## src/rtl/adc_seq_pkg.sv

```systemverilog
// Package: shared types for the converter sequencer.
// Assumes: nothing beyond IEEE 1800-2017.
package adc_seq_pkg;

    // Sequencer phases, from abort through the two read phases.
    typedef enum logic [2:0] {
        ST_ABORT = 3'd0,
        ST_IDLE  = 3'd1,
        ST_SETUP = 3'd2,
        ST_PULSE = 3'd3,
        ST_WLO   = 3'd4,
        ST_WHI   = 3'd5,
        ST_RD1   = 3'd6,
        ST_RD2   = 3'd7
    } seq_state_t;

endpackage

```

## src/rtl/seq_busy_sync.sv

```systemverilog
// Module: multi-flop synchronizer for the converter busy line.
// Assumes: STAGES >= 2. The reset value is 1, which is the converter's idle level.
module seq_busy_sync #(
    parameter int unsigned STAGES = 2
) (
    input  logic clk,
    input  logic rst_n,
    input  logic async_i,
    output logic sync_o
);

    logic [STAGES-1:0] sh_q;

    // Shift the asynchronous level through the flop chain.
    always_ff @(posedge clk) begin
        if (!rst_n) sh_q <= '1;
        else        sh_q <= {sh_q[STAGES-2:0], async_i};
    end

    assign sync_o = sh_q[STAGES-1];

endmodule

```

## src/rtl/seq_pacer.sv

```systemverilog
// Module: free-running start pacer.
// While en_i is high it emits one registered tick every PERIOD cycles.
// Its phase restarts whenever en_i drops.
// Assumes: PERIOD >= 2.
module seq_pacer #(
    parameter int unsigned PERIOD = 60
) (
    input  logic clk,
    input  logic rst_n,
    input  logic en_i,
    output logic tick_o
);

    localparam int unsigned CW = $clog2(PERIOD + 1);

    logic [CW-1:0] cnt_q;
    logic          tick_q;

    // Count cycles while enabled and flag the last one of each period.
    always_ff @(posedge clk) begin
        if (!rst_n || !en_i) begin
            cnt_q  <= '0;
            tick_q <= 1'b0;
        end else if (cnt_q == CW'(PERIOD - 1)) begin
            cnt_q  <= '0;
            tick_q <= 1'b1;
        end else begin
            cnt_q  <= cnt_q + 1'b1;
            tick_q <= 1'b0;
        end
    end

    assign tick_o = tick_q;

endmodule

```

## src/rtl/seq_core.sv

```systemverilog
// Module: the converter control state machine.
// It issues convert and abort pulses, waits on the synchronized busy level,
// reads the result as a word or as two bytes from the upper lane, and
// delivers the sample. All control outputs are registered from the next state.
// Assumes: every *_CYC parameter >= 1, and DATA_W is even.
module seq_core
    import adc_seq_pkg::*;
#(
    parameter int unsigned DATA_W      = 16,
    parameter int unsigned SETUP_CYC   = 2,
    parameter int unsigned CNV_LOW_CYC = 3,
    parameter int unsigned CYCLE_CYC   = 30,
    parameter int unsigned EN_CYC      = 2,
    parameter int unsigned BYTE_CYC    = 2,
    parameter int unsigned TIMEOUT_CYC = 40
) (
    input  logic              clk,
    input  logic              rst_n,
    input  logic              trig_i,
    input  logic              init_req_i,
    input  logic              byte_mode_i,
    input  logic              busy_s_i,
    input  logic [DATA_W-1:0] data_i,
    output logic              cnv_n_o,
    output logic              cs_n_o,
    output logic              byte_sel_o,
    output logic              valid_o,
    output logic [DATA_W-1:0] data_o,
    output logic              overrun_o,
    output logic              timeout_o
);

    localparam int unsigned LANE_W = DATA_W / 2;
    localparam int unsigned DUR_W  = $clog2(SETUP_CYC + CNV_LOW_CYC + EN_CYC + BYTE_CYC + 1);
    localparam int unsigned SPC_W  = $clog2(CYCLE_CYC + 1);
    localparam int unsigned TMO_W  = $clog2(TIMEOUT_CYC + 1);

    seq_state_t        state_q, state_d;
    logic [DUR_W-1:0]  dur_q;
    logic [SPC_W-1:0]  spc_q;
    logic [TMO_W-1:0]  tmo_q;
    logic              boot_q, pend_q, mode_q;
    logic              cnv_n_q, cs_n_q, bsel_q, valid_q, ovr_q, tmo_ev_q;
    logic [LANE_W-1:0] hi_q;
    logic [DATA_W-1:0] data_q;
    logic              abort_req, tmo_hit, tmo_fire, accept, start, enter;
    logic [LANE_W-1:0] lane;

    // Length in cycles, minus one, of each timed phase.
    function automatic logic [DUR_W-1:0] dur_of(input seq_state_t s);
        case (s)
            ST_ABORT, ST_PULSE: return DUR_W'(CNV_LOW_CYC - 1);
            ST_SETUP:           return DUR_W'(SETUP_CYC - 1);
            ST_RD1:             return DUR_W'(EN_CYC - 1);
            ST_RD2:             return DUR_W'(BYTE_CYC - 1);
            default:            return '0;
        endcase
    endfunction

    assign abort_req = init_req_i | boot_q;
    assign tmo_hit   = (tmo_q == TMO_W'(TIMEOUT_CYC - 1));
    assign lane      = data_i[DATA_W-1 -: LANE_W];
    assign accept    = trig_i && (state_q == ST_IDLE) && !pend_q;
    assign start     = (state_q == ST_IDLE) && (state_d == ST_SETUP);
    assign enter     = (state_d != state_q);

    // Next-state selection. An abort request overrides every phase.
    always_comb begin
        state_d  = state_q;
        tmo_fire = 1'b0;
        unique case (state_q)
            ST_ABORT: if (dur_q == '0) state_d = ST_IDLE;
            ST_IDLE:  if (pend_q && spc_q == '0) state_d = ST_SETUP;
            ST_SETUP: if (dur_q == '0) state_d = ST_PULSE;
            ST_PULSE: if (dur_q == '0) state_d = ST_WLO;
            ST_WLO: begin
                if (!busy_s_i) state_d = ST_WHI;
                else if (tmo_hit) begin
                    state_d  = ST_ABORT;
                    tmo_fire = 1'b1;
                end
            end
            ST_WHI: begin
                if (busy_s_i) state_d = ST_RD1;
                else if (tmo_hit) begin
                    state_d  = ST_ABORT;
                    tmo_fire = 1'b1;
                end
            end
            ST_RD1:   if (dur_q == '0) state_d = mode_q ? ST_RD2 : ST_IDLE;
            ST_RD2:   if (dur_q == '0) state_d = ST_IDLE;
            default:  state_d = ST_IDLE;
        endcase
        if (abort_req) state_d = ST_ABORT;
    end

    // State, phase duration and one-shot boot abort.
    always_ff @(posedge clk) begin
        if (!rst_n) begin
            state_q <= ST_IDLE;
            dur_q   <= '0;
            boot_q  <= 1'b1;
        end else begin
            state_q <= state_d;
            if (enter)              dur_q <= dur_of(state_d);
            else if (dur_q != '0)   dur_q <= dur_q - 1'b1;
            if (state_d == ST_ABORT) boot_q <= 1'b0;
        end
    end

    // Command spacing: reload on each convert or abort, then count down.
    always_ff @(posedge clk) begin
        if (!rst_n)                                           spc_q <= '0;
        else if (enter && (state_d == ST_SETUP || state_d == ST_ABORT)) spc_q <= SPC_W'(CYCLE_CYC - 1);
        else if (spc_q != '0)                                 spc_q <= spc_q - 1'b1;
    end

    // Busy-wait timer, counting only in the two wait phases.
    always_ff @(posedge clk) begin
        if (!rst_n || !(state_q == ST_WLO || state_q == ST_WHI)) tmo_q <= '0;
        else                                                     tmo_q <= tmo_q + 1'b1;
    end

    // Pending trigger, overrun detection and capture of the read mode at start.
    always_ff @(posedge clk) begin
        if (!rst_n) begin
            pend_q <= 1'b0;
            ovr_q  <= 1'b0;
            mode_q <= 1'b0;
        end else begin
            ovr_q <= trig_i && !accept;
            if (state_d == ST_ABORT) pend_q <= 1'b0;
            else if (accept)         pend_q <= 1'b1;
            else if (start)          pend_q <= 1'b0;
            if (start) mode_q <= byte_mode_i;
        end
    end

    // Registered control lines, decoded from the next state.
    always_ff @(posedge clk) begin
        if (!rst_n) begin
            cnv_n_q  <= 1'b1;
            cs_n_q   <= 1'b1;
            bsel_q   <= 1'b0;
            tmo_ev_q <= 1'b0;
        end else begin
            cnv_n_q  <= !(state_d == ST_ABORT || state_d == ST_SETUP || state_d == ST_PULSE);
            cs_n_q   <= !(state_d == ST_PULSE || state_d == ST_RD1 || state_d == ST_RD2);
            bsel_q   <= (state_d == ST_RD2);
            tmo_ev_q <= tmo_fire;
        end
    end

    // Result capture and sample delivery.
    always_ff @(posedge clk) begin
        if (!rst_n) begin
            hi_q    <= '0;
            data_q  <= '0;
            valid_q <= 1'b0;
        end else begin
            valid_q <= 1'b0;
            if (state_q == ST_RD1 && state_d == ST_RD2) hi_q <= lane;
            if (state_q == ST_RD1 && state_d == ST_IDLE) begin
                data_q  <= data_i;
                valid_q <= 1'b1;
            end
            if (state_q == ST_RD2 && state_d == ST_IDLE) begin
                data_q  <= {hi_q, lane};
                valid_q <= 1'b1;
            end
        end
    end

    assign cnv_n_o    = cnv_n_q;
    assign cs_n_o     = cs_n_q;
    assign byte_sel_o = bsel_q;
    assign valid_o    = valid_q;
    assign data_o     = data_q;
    assign overrun_o  = ovr_q;
    assign timeout_o  = tmo_ev_q;

    // chip select falling on a convert command follows read/convert already low.
    p_cnv_leads_cs_r3: assert property (@(posedge clk) disable iff (!rst_n)
        ($fell(cs_n_q) && !cnv_n_q) |-> $past(!cnv_n_q));

    // a read phase opens only after the synchronized busy line was seen high.
    p_read_after_busy_r5: assert property (@(posedge clk) disable iff (!rst_n)
        ($fell(cs_n_q) && cnv_n_q) |-> $past(busy_s_i));

    // the byte select is raised only inside a read.
    p_bsel_in_read_r7: assert property (@(posedge clk) disable iff (!rst_n)
        bsel_q |-> (!cs_n_q && cnv_n_q));

    // the sample valid pulse lasts one cycle.
    p_valid_pulse_r8: assert property (@(posedge clk) disable iff (!rst_n)
        valid_q |=> !valid_q);

    // an expired busy wait comes with an abort pulse and chip select high.
    p_timeout_abort_r10: assert property (@(posedge clk) disable iff (!rst_n)
        tmo_ev_q |-> (!cnv_n_q && cs_n_q));

endmodule

```

## src/rtl/adc_seq_ctrl.sv

```systemverilog
// Module: top of the parallel converter sequencer.
// It joins the busy synchronizer, the start pacer and the control state machine.
// Assumes: the timing parameters are already converted to clock cycles,
// and AUTO_PERIOD exceeds the length of one full sequence.
module adc_seq_ctrl #(
    parameter int unsigned DATA_W      = 16,
    parameter int unsigned SYNC_STAGES = 2,
    parameter int unsigned SETUP_CYC   = 2,
    parameter int unsigned CNV_LOW_CYC = 3,
    parameter int unsigned CYCLE_CYC   = 30,
    parameter int unsigned EN_CYC      = 2,
    parameter int unsigned BYTE_CYC    = 2,
    parameter int unsigned TIMEOUT_CYC = 40,
    parameter int unsigned AUTO_PERIOD = 60
) (
    input  logic                     clk,
    input  logic                     rst_n,
    input  logic                     trig_i,
    input  logic                     auto_en_i,
    input  logic                     byte_mode_i,
    input  logic                     init_req_i,
    input  logic                     busy_i,
    input  logic [DATA_W-1:0]        data_i,
    output logic                     cnv_n_o,
    output logic                     cs_n_o,
    output logic                     byte_sel_o,
    output logic                     smp_valid_o,
    output logic signed [DATA_W-1:0] smp_data_o,
    output logic                     overrun_o,
    output logic                     timeout_o
);

    logic              busy_s;
    logic              pace_tick;
    logic              trig_any;
    logic [DATA_W-1:0] smp_raw;

    seq_busy_sync #(.STAGES(SYNC_STAGES)) u_sync (
        .clk     (clk),
        .rst_n   (rst_n),
        .async_i (busy_i),
        .sync_o  (busy_s)
    );

    seq_pacer #(.PERIOD(AUTO_PERIOD)) u_pacer (
        .clk    (clk),
        .rst_n  (rst_n),
        .en_i   (auto_en_i),
        .tick_o (pace_tick)
    );

    assign trig_any = trig_i | pace_tick;

    seq_core #(
        .DATA_W      (DATA_W),
        .SETUP_CYC   (SETUP_CYC),
        .CNV_LOW_CYC (CNV_LOW_CYC),
        .CYCLE_CYC   (CYCLE_CYC),
        .EN_CYC      (EN_CYC),
        .BYTE_CYC    (BYTE_CYC),
        .TIMEOUT_CYC (TIMEOUT_CYC)
    ) u_core (
        .clk         (clk),
        .rst_n       (rst_n),
        .trig_i      (trig_any),
        .init_req_i  (init_req_i),
        .byte_mode_i (byte_mode_i),
        .busy_s_i    (busy_s),
        .data_i      (data_i),
        .cnv_n_o     (cnv_n_o),
        .cs_n_o      (cs_n_o),
        .byte_sel_o  (byte_sel_o),
        .valid_o     (smp_valid_o),
        .data_o      (smp_raw),
        .overrun_o   (overrun_o),
        .timeout_o   (timeout_o)
    );

    assign smp_data_o = $signed(smp_raw);

endmodule

```

## config.mk

```make
export PLATFORM = sky130hd
export DESIGN_NAME = adc_seq_ctrl
export DESIGN_NICKNAME = d
export VERILOG_FILES = /design/src/rtl/adc_seq_pkg.sv /design/src/rtl/seq_busy_sync.sv /design/src/rtl/seq_pacer.sv /design/src/rtl/seq_core.sv /design/src/rtl/adc_seq_ctrl.sv
export SDC_FILE = /design/constraint.sdc
export NUM_CORES = 1
export LEC_CHECK = 0
export BUFFER_PORTS_ARGS = -buffer_cell sky130_fd_sc_hd__buf_2
export CAP_MARGIN = 40
export CORE_UTILIZATION = 55
export DETAILED_ROUTE_END_ITERATION = 12
export GPL_TIMING_DRIVEN = 1
export HOLD_SLACK_MARGIN = 0.06
export PLACE_DENSITY = 0.81
export SYNTH_ARGS = -nofsm -noshare
export SYNTH_HDL_FRONTEND = slang
export SYNTH_SLANG_ARGS = --single-unit
```

## constraint.sdc

```tcl
create_clock -name clk -period 2.6 [get_ports clk]
set_input_delay 0.26 -clock clk [delete_from_list [all_inputs] [get_ports clk]]
set_output_delay 0.26 -clock clk [all_outputs]
set_load 0.03 [all_outputs]
```

==> results of run 1 <==
[kinds of logic after synthesis]
| family | count (synthesis) |
|---|---|
| XOR/XNOR | 14 |
| adder cells (fa/ha/maj) | 6 |
| AO/OA/AOI/OAI | 52 |
| buffers and inverters | 27 |
| multiplexers | 25 |
| AND/OR/NAND/NOR | 105 |
| flip-flops | 60 |
[sequential cells by signal, summed over array words and instances, names as in the netlist]
signal             count
u_core.state_q         3
u_core.data_o         16
u_sync.sh_q            2
u_core.spc_q           5
u_core.boot_q          1
u_core.tmo_q           6
u_core.overrun_o       1
u_core.byte_sel_o      1
u_core.pend_q          1
u_core.dur_q           4
u_core.cs_n_o          1
u_core.mode_q          1
u_core.timeout_o       1
u_core.cnv_n_o         1
u_pacer.cnt_q          6
u_core.hi_q            8
u_pacer.tick_o         1
u_core.valid_o         1
[what timing repair did]
action	in CTS	in global routing
setup endpoints to repair	0	1
resized for setup	0	1
setup buffers	0	1
[layout make-up]
cell class | instances | share of cell area (%)
Timing Repair Buffer | 55 | 9.56
Multi-Input combinational cell | 202 | 42.9
Clock inverter | 4 | 0.750
Sequential cell | 60 | 37.9
Tap cell | 67 | 2.65
Inverter | 11 | 1.30
Clock buffer | 12 | 4.90
[cells in the mapped netlist, types with 4 or more instances]
| master | n |
|---|---|
| inv_1 | 10 |
| and3_1 | 4 |
| nand2b_1 | 5 |
| nor3_1 | 8 |
| xnor2_1 | 8 |
| nand3_1 | 8 |
| a21oi_1 | 10 |
| dfxtp_1 | 60 |
| xor2_1 | 6 |
| nand2_1 | 16 |
| mux2i_1 | 25 |
| ha_1 | 6 |
| nor2_1 | 49 |
| buf_2 | 5 |
| o21ai_0 | 5 |
| a211oi_1 | 17 |
| clkbuf_1 | 7 |
[path summary, 6_finish.rpt]
path | slack, ps | cells past startpoint | endpoint | startpoint
max | 300 | 9 | u_core.hi_q[0]$_SDFFE_PN0P_ | u_core.dur_q[0]$_SDFFE_PN0P_
max reg2reg | 300 | 9 | u_core.hi_q[0]$_SDFFE_PN0P_ | u_core.dur_q[0]$_SDFFE_PN0P_
min | 100 | 2 | u_sync.sh_q[0]$_SDFF_PN1_ | busy_i
min reg2reg | 410 | 1 | u_sync.sh_q[1]$_SDFF_PN1_ | u_sync.sh_q[0]$_SDFF_PN1_
[power groups by stage]
stage          logic [mW]  clock network, mW  registers (mW)
2_1_floorplan       0.324                  0            1.01
3_3_place_gp        0.392                  0            1.01
3_5_place_dp        0.400                  0            1.02
4_1_cts             0.403              0.760           0.997
5_1_grt             0.466              0.806            1.00
6_report            0.418              0.743           0.997
[metal layers]
metal | up-vias | part of all wire, % | global-route usage (%)
li1 | 1119 | - | -
met5 | - | 0 | 0
met4 | 0 | 0.61 | 8.93
met2 | 58 | 46 | 35.4
met1 | 1028 | 48 | 29.3
met3 | 4 | 5.4 | 8.47
==> flow_summary.yaml, run 1 <==
status:
  run_status: "finished clean"
power:
  p_int_mw: 1.55
  p_comb_share_pct: 19.3
  clkPwrFrac_pct: 34.4
  totalPowerFinal_mw: 2.16
  switching_power_mw: 0.610
  power_density_nw_per_um2: 681
  switching_share_pct: 28.3
  peakVddDrop_v: 0.000571
  p_seq_share_pct: 46.2
  p_leak_nw: 1.33
placed_design:
  place_area_um2: 2980
  place_hpwl_um: 3710
  placed_cells: 394
  io_buffers: 44
  place_ws_ps: 241
  gp_congestion: 0.965
synthesis:
  syn-num-nets: 318
  syn_avg_cell_area_um2: 9.30
  ys_ff_latch: 60
  synthMuxAreaShare_pct: 9.31
  async_flop_share_pct: 0
  seq_area_frac_synth_pct: 44.7
  synth_top_family_by_area: "simple AND/OR/NAND/NOR gates"
  yosys-top-cells-area: "dfxtp_1 (45%), mux2i_1 (9.3%), nor2_1 (6.8%), a211oi_1 (4.7%), ha_1 (2.8%)"
  synth_fa_ha_area_share_pct: 2.79
  synth_top_cell_by_area: "dfxtp_1"
  synth.distinct_cells: 49
  synth_xor_area_share_pct: 4.56
  synth.cell_area_um2: 2690
  yosys_warnings: 0
  synth_simple_gate_area_share_pct: 19.3
  synth_top_area_share_pct: 44.7
  postSynthCellCount: 289
  synth-main-ff-cell: "dfxtp_1"
  synth_edf_count: 0
  synth-compound-area-share_pct: 14.5
route:
  drtIter0Drc: 101
  antenna_left: 0
  drt_first_pass_iters: 4
  vias: 2209
  route.detailed.drc: 0
  vias_per_cell: 5.37
  wl_per_cell_um: 13.1
  wirelength_um: 5390
finish:
  finalInstanceArea_um2: 3170
  syn_to_final_growth_pct: 17.8
  layout_commonest_cell: "dfxtp_1"
  final_core_util_pct: 67.1
  layout.nets: 368
  instances_no_fill: 411
  fillCellCount: 375
  ff_latch_area_um2: 1200
  antenna_cells: 0
  drive_above_1_share_pct: 23.8
  multi_input_area_um2: 1360
  final_cell_mix: "dfxtp_1 (60), nor2_1 (49), buf_2 (44), mux2i_1 (25), a211oi_1 (17)"
setup_path:
  max_stage_delay_ps: 380
  slowest_stage: "a211oi_2"
  end_kind: "register"
  required_ps: 2820
  cp_max_fo: 8
  cpLargestDelayFamily: "simple AND/OR/NAND/NOR gates"
  crit_chain: "inv_1, ha_1, or3b_4, o22ai_1, a211oi_2, nor4b_4, buf_4, mux2i_1, nor2_1"
  cp_num_buf_inv: 2
  cp.arrival_ps: 2510
  cp-start-kind: "register"
  crit_type: "register to register"
timing:
  fin_crit_ps: 2300
  worst_hold_slack_ps: 103
  drv_slew: 0
  max_freq_ghz: 0.436
  worst_pin_slew_ps: 458
  rsz0062_at_grt: "false"
  setup_tns_ps: 0
  setup_viol: 0
  timing_hold_violations_final: 0
  setup_ws_ps: 304
  fin_worst_skew_ps: 7.53
  fin_crit_sh_pct: 88.3
  slew_headroom_pct: 69.3
clock_network:
  root_buffer: "clkbuf_8"
  ctsHoldBuffers: 0
  cts.sinks: 60
  h-tree-depth: 3
  cts_tree: "built"
  clockBufferDepth: 2
  clk_latency_ps: 340
  clkTransAtPathRegs_ps: 70
  cts_buffers: 9
global_route:
  grt_pass1_vias: 2024
  gr-usage-all-layers_pct: 22.9
  antenna_found_initial: 0
  grt_start_max_net_pins: 33
  grt.overflow.total: 0
  grt_pass1_wl_um: 9080
min_path:
  hold_class: "primary input to register"
run:
  max_cap_violations: 0
die:
  ios: 45
  die_h_um: 71.9
  initial_utilization_pct: 56.9
  die_area_um2: 5170
  design.core.area_um2: 4720
  rows: 25
  fp.dieW_um: 71.9
Power figures use the tool's default switching activity.
==> run 2: changes to the inputs <==
- RECOVER_POWER: not set -> 25
==> run 2 against run 1 <==
Effect of this change:
- sequential power about the same
- worst hold slack worse by 1.0 ps
- critical path depth unchanged
- highest routed layer unchanged
- routed wire length up 0.85%
- register-to-register slack worse by 20 ps
==> flow_summary.yaml, run 2 (synthesis results as in run 1) <==
placed_design:
  gp_congestion: 0.965
  io_buffers: 44
  place_hpwl_um: 3710
  placed_cells: 394
global_route:
  antenna_found_initial: 0
  grt_start_max_net_pins: 33
  grt_pass1_wl_um: 9080
  gr-usage-all-layers_pct: 22.9
  grt_pass1_vias: 2024
  grt.overflow.total: 0
clock_network:
  cts_buffers: 9
  clkTransAtPathRegs_ps: 60
  clk_latency_ps: 340
  cts.sinks: 60
  h-tree-depth: 3
  cts_tree: "built"
  root_buffer: "clkbuf_8"
  clockBufferDepth: 2
  ctsHoldBuffers: 0
route:
  drtIter0Drc: 94
  route.detailed.drc: 0
  wirelength_um: 5430
  wl_per_cell_um: 13.2
  antenna_left: 0
  vias_per_cell: 5.40
  vias: 2221
  drt_first_pass_iters: 4
finish:
  layout_commonest_cell: "dfxtp_1"
  antenna_cells: 0
  fillCellCount: 385
  instances_no_fill: 411
  largest_reg_flops: 16
  drive_above_1_share_pct: 18.3
  final_cell_mix: "dfxtp_1 (60), nor2_1 (49), buf_2 (27), mux2i_1 (25), clkbuf_1 (20)"
  syn_to_final_growth_pct: 16.8
  layout.nets: 368
timing:
  fin_worst_skew_ps: 8.43
  slew_headroom_pct: 46.5
  max_freq_ghz: 0.432
  fin_crit_sh_pct: 89.1
  setup_tns_ps: 0
  drv_slew: 0
  rsz0062_at_grt: "false"
  timing_hold_violations_final: 0
  setup_viol: 0
  worst_pin_slew_ps: 802
  fin_crit_ps: 2320
  worst_hold_slack_ps: 102
power:
  peakVddDrop_v: 0.000574
  switching_power_mw: 0.613
  clkPwrFrac_pct: 34.6
  switching_share_pct: 28.4
  p_seq_share_pct: 46.2
  p_leak_nw: 1.26
  power_density_nw_per_um2: 688
  p_int_mw: 1.55
  p_comb_share_pct: 19.2
run:
  max_cap_violations: 0
die:
  rows: 25
  initial_utilization_pct: 56.9
  fp.dieW_um: 71.9
  die_h_um: 71.9
  die_area_um2: 5170
  design.core.area_um2: 4720
  ios: 45
setup_path:
  reg2reg_slack_ps: 280
  cp-start-kind: "register"
  crit_type: "register to register"
  required_ps: 2790
  cp_max_fo: 8
  end_kind: "register"
  cp.arrival_ps: 2510
min_path:
  hold_class: "primary input to register"
status:
  run_status: "finished clean"
[run 2: worst paths after layout]
check	start	cells after the start	end
worst min register to register	u_sync.sh_q[0]$_SDFF_PN1_	1	u_sync.sh_q[1]$_SDFF_PN1_
worst min-delay path	busy_i	2	u_sync.sh_q[0]$_SDFF_PN1_
worst max register to register	u_core.dur_q[0]$_SDFFE_PN0P_	9	u_core.hi_q[3]$_SDFFE_PN0P_
worst max-delay path	u_core.dur_q[0]$_SDFFE_PN0P_	9	u_core.hi_q[3]$_SDFFE_PN0P_
[run 2: power by group through the flow]
stage               Combinational (mW)  Clock (mW)  Sequential [mW]
floorplan                        0.324           0             1.01
global placement                 0.392           0             1.01
detailed placement               0.400           0             1.02
CTS                              0.403       0.760            0.997
global route                     0.464       0.806             1.00
finish                           0.415       0.747            0.998
[run 2: what timing repair did]
action	in CTS	in global routing
setup buffers	0	1
setup endpoints to repair	0	1
gates resized for setup	0	1
[run 2: layer usage]
metal  wire, um  GRT usage (%)
met1       2590           29.3
met4         46           8.93
met5          0              0
met2       2510           35.4
met3        283           8.47
[run 2: cell type report]
| class | instances | area (um2) | area share, % |
|---|---|---|---|
| clock buffer | 12 | 155 | 4.94 |
| multi-input combinational | 202 | 1360 | 43.3 |
| sequential | 60 | 1200 | 38.3 |
| inverter | 11 | 41.3 | 1.32 |
| clock inverter | 4 | 23.8 | 0.757 |
| timing repair buffer | 55 | 274 | 8.73 |
| tap | 67 | 83.8 | 2.67 |
[run 2: per-stage QoR]
stage	power [mW]	instance area [um2]	setup slack (ps)	util [%]
2_1_floorplan	1.34	2690	545	-
4_1_cts	2.16	3160	234	66.9
3_3_place_gp	1.41	2980	381	63.1
5_1_grt	2.27	3140	68.5	66.5
3_5_place_dp	1.42	2980	241	63.1
6_report	2.16	3140	283	66.5
[run 2: worst max-delay path, cell delays in order, from the launching register on]
cell      delay [ps]
dfxtp_1          360
inv_1             70
ha_1             210
or3b_4           290
o22ai_1          120
a211oi_2         370
nor4b_4          260
buf_4            240
mux2i_1          200
nor2_1            50
